`src/rtl/intc_two_level.sv`:
```
module intc_two_level (
  input  logic        clk,
  input  logic        rst_n,
  input  logic [1:0]  ext_pin_n,
  input  logic [1:0]  edge_mode,
  input  logic [1:0]  tmr_ovf,
  input  logic        ser_req,
  input  logic [7:0]  en_reg,
  input  logic [4:0]  pri_reg,
  input  logic        ack,
  input  logic        reti,
  output logic        irq_valid,
  output logic [15:0] irq_vector,
  output logic [4:0]  pend_flags,
  output logic [1:0]  in_svc
);

  logic [1:0] pin_q, ext_lat, tmr_f, ext_flag, fall;
  logic [4:0] req, hi_req, lo_req, cand;
  logic [2:0] sel;
  logic       hi_ok, take;

  assign fall = pin_q & ~ext_pin_n;
  assign ext_flag = (edge_mode & ext_lat) | (~edge_mode & ~ext_pin_n);
  assign pend_flags = {ser_req, tmr_f[1], ext_flag[1], tmr_f[0], ext_flag[0]};

  assign req    = pend_flags & en_reg[4:0] & {5{en_reg[7]}};
  assign hi_req = req & pri_reg;
  assign lo_req = req & ~pri_reg;
  assign hi_ok  = (|hi_req) && !in_svc[1];

  always_comb begin
    if (hi_ok)                       cand = hi_req;
    else if (in_svc == 2'b00)        cand = lo_req;
    else                             cand = 5'b0;
    sel = 3'd0;
    for (int i = 4; i >= 0; i--)
      if (cand[i]) sel = 3'(i);
  end

  assign irq_valid  = |cand;
  assign irq_vector = {10'b0, sel, 3'b011};
  assign take       = irq_valid && ack;

  always_ff @(posedge clk or negedge rst_n) begin
    if (!rst_n) begin
      pin_q   <= 2'b11;
      ext_lat <= 2'b00;
      tmr_f   <= 2'b00;
      in_svc  <= 2'b00;
    end else begin
      pin_q <= ext_pin_n;
      for (int j = 0; j < 2; j++) begin
        if (fall[j])                             ext_lat[j] <= 1'b1;
        else if (take && sel == 3'(2*j))         ext_lat[j] <= 1'b0;
        if (tmr_ovf[j])                          tmr_f[j]   <= 1'b1;
        else if (take && sel == 3'(2*j+1))       tmr_f[j]   <= 1'b0;
      end
      in_svc <= (reti ? (in_svc[1] ? {1'b0, in_svc[0]} : 2'b00) : in_svc)
              | (take ? (hi_ok ? 2'b10 : 2'b01) : 2'b00);
    end
  end


  glob_en_chk: assert property (@(posedge clk) disable iff (!rst_n) irq_valid |-> en_reg[7]);

  hi_block_chk: assert property (@(posedge clk) disable iff (!rst_n) in_svc[1] |-> !irq_valid);

  low_preempt_chk: assert property (@(posedge clk) disable iff (!rst_n)
    (irq_valid && in_svc[0]) |-> pri_reg[sel]);

  vec_form_chk: assert property (@(posedge clk) disable iff (!rst_n)
    irq_valid |-> (irq_vector[2:0] == 3'b011 && irq_vector[15:6] == 10'b0 && irq_vector[5:3] <= 3'd4));

  tmr_clr_chk: assert property (@(posedge clk) disable iff (!rst_n)
    (take && sel == 3'd1 && !tmr_ovf[0]) |=> !pend_flags[1]);

  reti_chk: assert property (@(posedge clk) disable iff (!rst_n)
    (reti && in_svc[1] && !take) |=> !in_svc[1]);

endmodule

```
`config.mk`:
```
export PLATFORM = sky130hd
export DESIGN_NAME = intc_two_level
export DESIGN_NICKNAME = d
export VERILOG_FILES = /design/src/rtl/intc_two_level.sv
export SDC_FILE = /design/constraint.sdc
export NUM_CORES = 1
export LEC_CHECK = 0
export ABC_AREA = 1
export BUFFER_PORTS_ARGS = -buffer_cell sky130_fd_sc_hd__buf_4
export CORE_MARGIN = 2
export CORE_UTILIZATION = 46
export DETAILED_ROUTE_END_ITERATION = 16
export PLACE_DENSITY = 0.84
export RECOVER_POWER = 25
export SLEW_MARGIN = 40
export SYNTH_ARGS = -nofsm -noshare
export SYNTH_HDL_FRONTEND = slang
export SYNTH_SLANG_ARGS = --single-unit
```
`constraint.sdc`:
```
create_clock -name clk -period 3.2 [get_ports clk]
set_clock_uncertainty 0.15 [all_clocks]
set_input_delay 0.48 -clock clk [delete_from_list [all_inputs] [get_ports clk]]
set_output_delay 0.48 -clock clk [all_outputs]
set_load 0.02 [all_outputs]
```
Word-level counts from Yosys, hierarchy flattened
Index checks and enable logic that the tools add are counted.
{"block": "classes", "eq_ne": 3, "muxes": 19, "bitwise": 12, "reduce_logical": 15}
{"operator": "$and A5 B5 Y5", "n": 4}
{"operator": "$mux W3", "n": 5}
{"operator": "$mux W5", "n": 2}
{"operator": "$reduce_or A5 Y1", "n": 2}
{"operator": "$mux W1", "n": 9}
{"operator": "$reduce_bool A2 Y1", "n": 4}
{"operator": "$and A2 B2 Y2", "n": 3}
{"operator": "$eq A3 B2 Y1 const B", "n": 2}
{"operator": "$logic_and A1 B1 Y1", "n": 6}
{"operator": "$mux W2", "n": 3}
{"operator": "$not A5 Y5", "n": 1}
{"operator": "$not A2 Y2", "n": 2}
{"operator": "$or A2 B2 Y2", "n": 2}
{"operator": "$eq A3 B1 Y1 const B", "n": 1}
{"operator": "$logic_not A3 Y1", "n": 1}
{"operator": "$logic_not A2 Y1", "n": 1}
{"operator": "$logic_not A1 Y1", "n": 1}
{"block": "totals", "ff_bits": 8, "output_inout_bits": 24, "wordCells": 55}

Longest topological paths before layout
Gate-level depths: netlist of the first run.
{"block": "logic_depth", "depth_word": 18, "mapped_depth": 15, "ltp_nobuf": 14}

Worst setup path before layout of the first run
Ideal clock, no wire load.
{"block": "synth_timing", "path_type": "input to output", "start": "input ext_pin_n[1]", "end": "output irq_vector[5]", "arrival_ps": 2026, "required_time_ps": 2570, "slack_ps": 544, "stages": 9, "n_path_buf": 0, "path_cell_list": "o21ai_2 -> nand3_4 -> nand2_4 -> o21bai_4 -> nand2_1 -> nand2_2 -> inv_2 -> nand2_2 -> nor4_1"}
{"block": "synth_between", "elab_chain_len": 14, "elab_cells_between_ends": 16, "classes_between": "mux: 7; bitwise: 7; reduce/logical: 2"}
{"element": "start: declaration", "line": "4", "source": "input logic [1:0] ext_pin_n,"}
{"element": "$not A2 Y2 (*)", "line": "24", "source": "assign ext_flag = (edge_mode & ext_lat) | (~edge_mode & ~ext_pin_n);"}
{"element": "$and A2 B2 Y2 (*)", "line": "24"}
{"element": "$or A2 B2 Y2 (*)", "line": "24"}
{"element": "$and A5 B5 Y5 (*) (2 in a row)", "line": "27", "source": "assign req = pend_flags & en_reg[4:0] & {5{en_reg[7]}};"}
{"element": "$and A5 B5 Y5", "line": "28", "source": "assign hi_req = req & pri_reg;"}
{"element": "$reduce_or A5 Y1", "line": "30", "source": "assign hi_ok = (|hi_req) && !in_svc[1];"}
{"element": "$logic_and A1 B1 Y1", "line": "30"}
{"element": "$mux W5 (*)", "line": "33", "source": "if (hi_ok) cand = hi_req;"}
{"element": "$mux W3 (4 in a row)", "line": "38", "source": "if (cand[i]) sel = 3'(i);"}
{"element": "$mux W3 (*)", "line": "38"}
{"element": "end: declaration", "line": "13", "source": "output logic [15:0] irq_vector,"}
Every way passes the cells marked *; elsewhere a longest branch is shown, timed or not.

Worst setup path after layout of the first run
{"block": "layout_timing", "start": "register tmr_f[0]", "end": "output irq_vector[5]"}
{"block": "layout_between", "elab_chain_len": 11, "elab_cells_between_ends": 13, "classes_between": "mux: 7; bitwise: 4; reduce/logical: 2"}
{"element": "start: declaration", "line": "18", "source": "logic [1:0] pin_q, ext_lat, tmr_f, ext_flag, fall;"}
{"element": "start signal: assignment", "line": "49", "source": "tmr_f <= 2'b00;"}
{"element": "start signal: indexed assignment", "line": "56", "source": "if (tmr_ovf[j]) tmr_f[j] <= 1'b1;"}
{"element": "start signal: indexed assignment", "line": "57", "source": "else if (take && sel == 3'(2*j+1)) tmr_f[j] <= 1'b0;"}
{"element": "$and A5 B5 Y5 (*) (2 in a row)", "line": "27"}
{"element": "$and A5 B5 Y5", "line": "28"}
{"element": "$reduce_or A5 Y1", "line": "30"}
{"element": "$logic_and A1 B1 Y1", "line": "30"}
{"element": "$mux W5 (*)", "line": "33"}
{"element": "$mux W3 (4 in a row)", "line": "38"}
{"element": "$mux W3 (*)", "line": "38"}
Marked as above.

==> results.json, run 1 <==
{
  "synth_top_area_cell": "dfrtp_1",
  "reg2reg_depth": 12,
  "finalSetupViolations": 0,
  "crit_type": "register to output port",
  "whs_ps": 199.9,
  "synth_warnings": 0,
  "rrSetupSlack_ps": 1430,
  "startpoint": "tmr_f[0]",
  "syn-cell-area_um2": 817.0,
  "period_share_pct": 80.23,
  "report.final.slew_viol_count": 0,
  "cp-endpoint": "irq_vector[5]",
  "grt_max_degree": 9,
  "layout_commonest_cell": "buf_4",
  "drt_iter0_markers": 7,
  "grt_pass1_wl_um": 2773,
  "vias_per_cell": 4.944,
  "cts.sinks": 8,
  "hp-class": "primary input to register",
  "end_kind": "output port",
  "synthDominantCellAreaShare_pct": 18.38,
  "rsz0062_at_grt": "no",
  "fin_setup_tns_ps": 0,
  "hold_viol": 0,
  "syn_inst": 112,
  "vias": 796,
  "initial_core_util_pct": 48.37,
  "port_buffers": 32,
  "crit_arrival_ps": 1940,
  "fin_nets": 170,
  "dieWidth_um": 46.15,
  "cts_tree": "done",
  "cts_buffers": 3,
  "htreeDepth": 1,
  "timing.final.ws_setup_ps": 632.7,
  "wl_um": 1770,
  "powerDensity_mw_per_mm2": 425.6,
  "maxCapViolations": 0,
  "firstDrtPassIters": 4,
  "wl_per_cell_um": 10.99,
  "placement_rows": 15,
  "postRouteAntennaNets": 0,
  "die_area_mm2": 0.002129,
  "r2r_end": "ext_lat[0]",
  "p_leak_nw": 0.5571,
  "drc_errors": 0,
  "ys_top_cells_by_area": "dfrtp_1 18%, buf_4 13%, nand2_1 9.2%",
  "fp.dieH_um": 46.15,
  "diodes": 0,
  "antenna_found_initial": 0,
  "start_kind": "register",
  "critical_path_peak_fanout": 7,
  "critPathRequiredTime_ps": 2570,
  "grtUsageTotal_pct": 18.39,
  "gp_congestion": 0.8376,
  "ios": 48,
  "mostFrequentLayoutCells": "29 x buf_4, 20 x nand2_1, 13 x conb_1",
  "place_ws_ps": 636.4,
  "r2r-start": "in_svc[1]",
  "status": "completed",
  "syn_area_per_cell_um2": 7.295,
  "ir_worst_vdd_mv": 0.2681,
  "syn_to_final_growth_pct": 25.42,
  "dp_hpwl_um": 1516,
  "insertion_delay_ps": 250,
  "seq_area_frac_synth_pct": 24.81,
  "clk_path_buf_depth": 2,
  "fmax_mhz": 389.5,
  "core-area_mm2": 0.001689,
  "yosys_register_bits": 8,
  "fin_crit_ps": 2567,
  "cts.clk_slew.worst_paths_ps": 50,
  "globalRouteOverflowTotal": 0,
  "synth.distinct_cells": 26,
  "ctsRootBufferMaster": "clkbuf_4",
  "grt_pass1_vias": 702,
  "layout-drive-gt1-share_pct": 44.44
}
logic make-up after synthesis:
group / Yosys count / share of synthesized area [%]
simple gates: 61 / 43.03
buf+inv: 32 / 22.05
other cells: 2 / 0.9192
flops: 8 / 24.81
compound gates: 9 / 9.188
area by class of cell:
class	instances	area, µm²
Clock buffer	3	22.52
Sequential cell	8	202.7
Inverter	17	63.81
Timing Repair Buffer	33	239.0
Fill cell	172	664.4
Multi-Input combinational cell	83	475.5
Tap cell	17	21.27
critical path, cell delays in order, from the launching register on:
cell      delay (ps)
dfrtp_1          430
nand4_2          140
nand3_2          130
o21bai_4         270
inv_2             90
nand2_1           80
o21ai_2           70
nor4_1           280
buf_4            200
report_power, final:
group	leakage (nW)	internal (W)	total (W)	switching, W
clock network	0.0138	0.0000427	0.0000745	0.0000317
logic	0.459	0.0000888	0.000232	0.000143
registers	0.0844	0.000117	0.000130	0.0000125
total	0.557	0.000249	0.000436	0.000187
flip-flops by register name, indices dropped and copies added, names as in the netlist:
name and count:
ext_lat 2, in_svc 2, pin_q 2, tmr_f 2
cells in the mapped netlist:
cell	n
nor2_1	2
nor3_1	5
nand4_1	3
nand4_2	1
or2_2	1
o21bai_4	1
nand3_1	10
o21ai_2	3
nand2_2	9
nor4_1	1
buf_4	14
a21o_1	2
dfstp_2	2
nand2_1	20
nand3_4	1
o21ai_1	2
inv_1	11
nor2_4	1
dfrtp_1	6
conb_1	2
inv_2	6
nand3_2	3
nor2_2	2
buf_6	1
nand2_4	2
o21ai_0	1
layer usage:
metal,track usage [%],wire length [µm],up-vias
li1,-,-,396
met4,11.43,29,0
met5,0,0,-
met3,1.176,94,4
met2,31.39,913,30
met1,22.17,732,366
worst min path at each step:
stage                             from    endpoint  slack (ps)  cells after the start
after floorplan                  rst_n  ext_lat[0]          30                      0
after global placement           rst_n  ext_lat[1]         150                      1
after detailed placement         rst_n    tmr_f[0]         150                      1
after CTS                 ext_pin_n[0]    pin_q[0]         190                      1
after global routing      ext_pin_n[0]    pin_q[0]         200                      1
final                     ext_pin_n[0]    pin_q[0]         200                      1
through the flow:
step	power, W	std cells	util, %	cell area [µm²]
global placement	0.0003569	157	59.41	1003
floorplan	0.0002917	123	-	858.3
finish	0.0004361	161	60.67	1025
detailed placement	0.0003630	157	59.41	1003
global route	0.0004704	161	60.67	1025
CTS	0.0004429	161	61.33	1036
timing repair:
item / 4_1_cts / 5_1_grt
resized for setup: 0 / 0
setup buffers: 0 / 0
hold buffers: 1 / 0
hold endpoints to repair: 6 / 0
(Power assumes the default switching activity.)
==> run 2, diff against run 1 <==
CORE_UTILIZATION = 39   (was 46)
PLACE_DENSITY = 0.76   (was 0.84)
clock period = 2.2 ns   (was 3.2 ns; I/O delays follow)
==> run 2 against run 1 <==
- the flow now finishes with violations (negative setup slack)
- worst hold slack worse by 140 ps
- core utilization down 0.97 points
- sequential share of layout area down 2.5 points
- largest cell class unchanged
- register-to-register slack worse by 1000 ps
- critical path type unchanged
- setup slack worse by 680 ps
- cell count up 12%
- critical endpoint unchanged
- first-iteration DRC count up 43%
- routed wire length up 7.7%
==> results.json, run 2 (synthesized netlist as in run 1, its figures left out) <==
{
  "status": "complete, but fails checks",
  "violations": "negative setup slack",
  "cts_tree": "done",
  "timing.final.ws_setup_ps": -49.36,
  "layout_commonest_cell": "buf_4",
  "gp_congestion": 0.7793,
  "period_share_pct": 102.2,
  "critPathRequiredTime_ps": 1720,
  "initial_core_util_pct": 41.65,
  "hold_viol": 0,
  "critical_path_peak_fanout": 7,
  "rsz0062_at_grt": "yes",
  "p_leak_nw": 0.6150,
  "powerDensity_mw_per_mm2": 595.3,
  "fmax_mhz": 444.6,
  "cts_buffers": 3,
  "antenna_found_initial": 0,
  "grt_pass1_wl_um": 2918,
  "clk_path_buf_depth": 2,
  "syn_to_final_growth_pct": 43.34,
  "ir_worst_vdd_mv": 0.5231,
  "grtUsageTotal_pct": 15.29,
  "die_area_mm2": 0.002477,
  "whs_ps": 60.43,
  "maxCapViolations": 0,
  "final_core_util_pct": 59.69,
  "start_kind": "register",
  "ctsRootBufferMaster": "clkbuf_4",
  "drt_iter0_markers": 10,
  "wl_per_cell_um": 10.53,
  "crit_arrival_ps": 1770,
  "postRouteAntennaNets": 0,
  "report.final.slew_viol_count": 0,
  "place_ws_ps": 2.876,
  "firstDrtPassIters": 4,
  "dp_hpwl_um": 1520,
  "diodes": 0,
  "hp-class": "primary input to register",
  "mostFrequentLayoutCells": "38 x buf_4, 17 x nand2_1, 13 x conb_1",
  "ios": 48,
  "drc_errors": 0,
  "end_kind": "output port",
  "fin_crit_ps": 2249,
  "fp.dieH_um": 49.77,
  "vias_per_cell": 4.564,
  "htreeDepth": 1,
  "insertion_delay_ps": 250,
  "total_power_w": 0.0006971,
  "fin_nets": 180,
  "fillers": 189,
  "cts.sinks": 8,
  "vias": 826,
  "hold_path_depth": 1,
  "core-area_mm2": 0.001962,
  "placement_rows": 16,
  "grt_max_degree": 9,
  "crit_type": "register to output port",
  "cts.clk_slew.worst_paths_ps": 50,
  "dieWidth_um": 49.77,
  "port_buffers": 32,
  "grt_pass1_vias": 713,
  "layout-drive-gt1-share_pct": 52.60,
  "reg2reg_depth": 13,
  "finalSetupViolations": 2,
  "wl_um": 1906,
  "globalRouteOverflowTotal": 0
}
==> run 2: changes by cell type in the layout (fill, tap and decap cells not counted), sizes merged <==
| cell | change |
|---|---|
| buf | +11 |
| clkbuf | -1 |
==> run 2: final timing paths <==
path / start / slack (ps) / end
max in group asynchronous: rst_n / 1170 / pin_q[0]
hold reg to reg: ext_lat[0] / 340 / ext_lat[0]
setup / recovery: ext_lat[1] / -50 / irq_vector[5]
min in group asynchronous: rst_n / 380 / ext_lat[1]
hold / removal: ext_pin_n[1] / 60 / pin_q[1]
setup reg to reg: ext_lat[1] / 410 / ext_lat[0]
==> run 2: power by group <==
group | internal, W | total (W) | switching [W]
Clock | 0.0000621 | 0.000108 | 0.0000462
Sequential | 0.000171 | 0.000188 | 0.0000170
Combinational | 0.000167 | 0.000401 | 0.000234
==> run 2: through the flow <==
step | TNS (ps) | instance area [µm²] | cells
2_1_floorplan | 0 | 864.6 | 123
3_3_place_gp | 0 | 1037 | 169
3_5_place_dp | 0 | 1037 | 169
4_1_cts | -259.2 | 1130 | 177
5_1_grt | -419.3 | 1171 | 181
6_report | -59.79 | 1171 | 181
==> run 2: timing repair <==
| action | CTS | global route |
|---|---|---|
| setup buffers | 4 | 4 |
| hold buffers | 1 | 0 |
| setup endpoints to repair | 4 | 4 |
| cloned | 0 | 0 |
| gates resized for setup | 6 | 5 |
| pin swaps | 10 | 9 |
| hold endpoints to repair | 8 | 0 |
==> run 2: layout make-up <==
type                    count  area, µm²  area share, %
repair buffers             43      325.3          27.78
well taps                  27      33.78          2.885
flip-flops and latches      8      202.7          17.31
inverters                  17      63.81          5.449
multi-input cells          83      523.0          44.66
clock buffers               3      22.52          1.923
==> run 2: worst max-delay path, cell delays in order (launching register included) <==
cell and delay, ps:
dfrtp_1 360, nand2_2 70, o21ai_4 80, nand3_4 100, nand2_4 100, o21bai_4 100
nand2_1 90, nand2_2 70, inv_2 90, nand2_4 70, nor4_4 210, buf_4 180
==> run 2: metal layers <==
metal  global-route usage [%]  vias to the layer above  part of all wire [%]
met5                        0                        -                     0
met4                    8.333                        0                   1.4
met3                    1.818                        2                   6.9
met2                    28.67                       31                    50
met1                    16.35                      374                    41
li1                         -                      419                     -
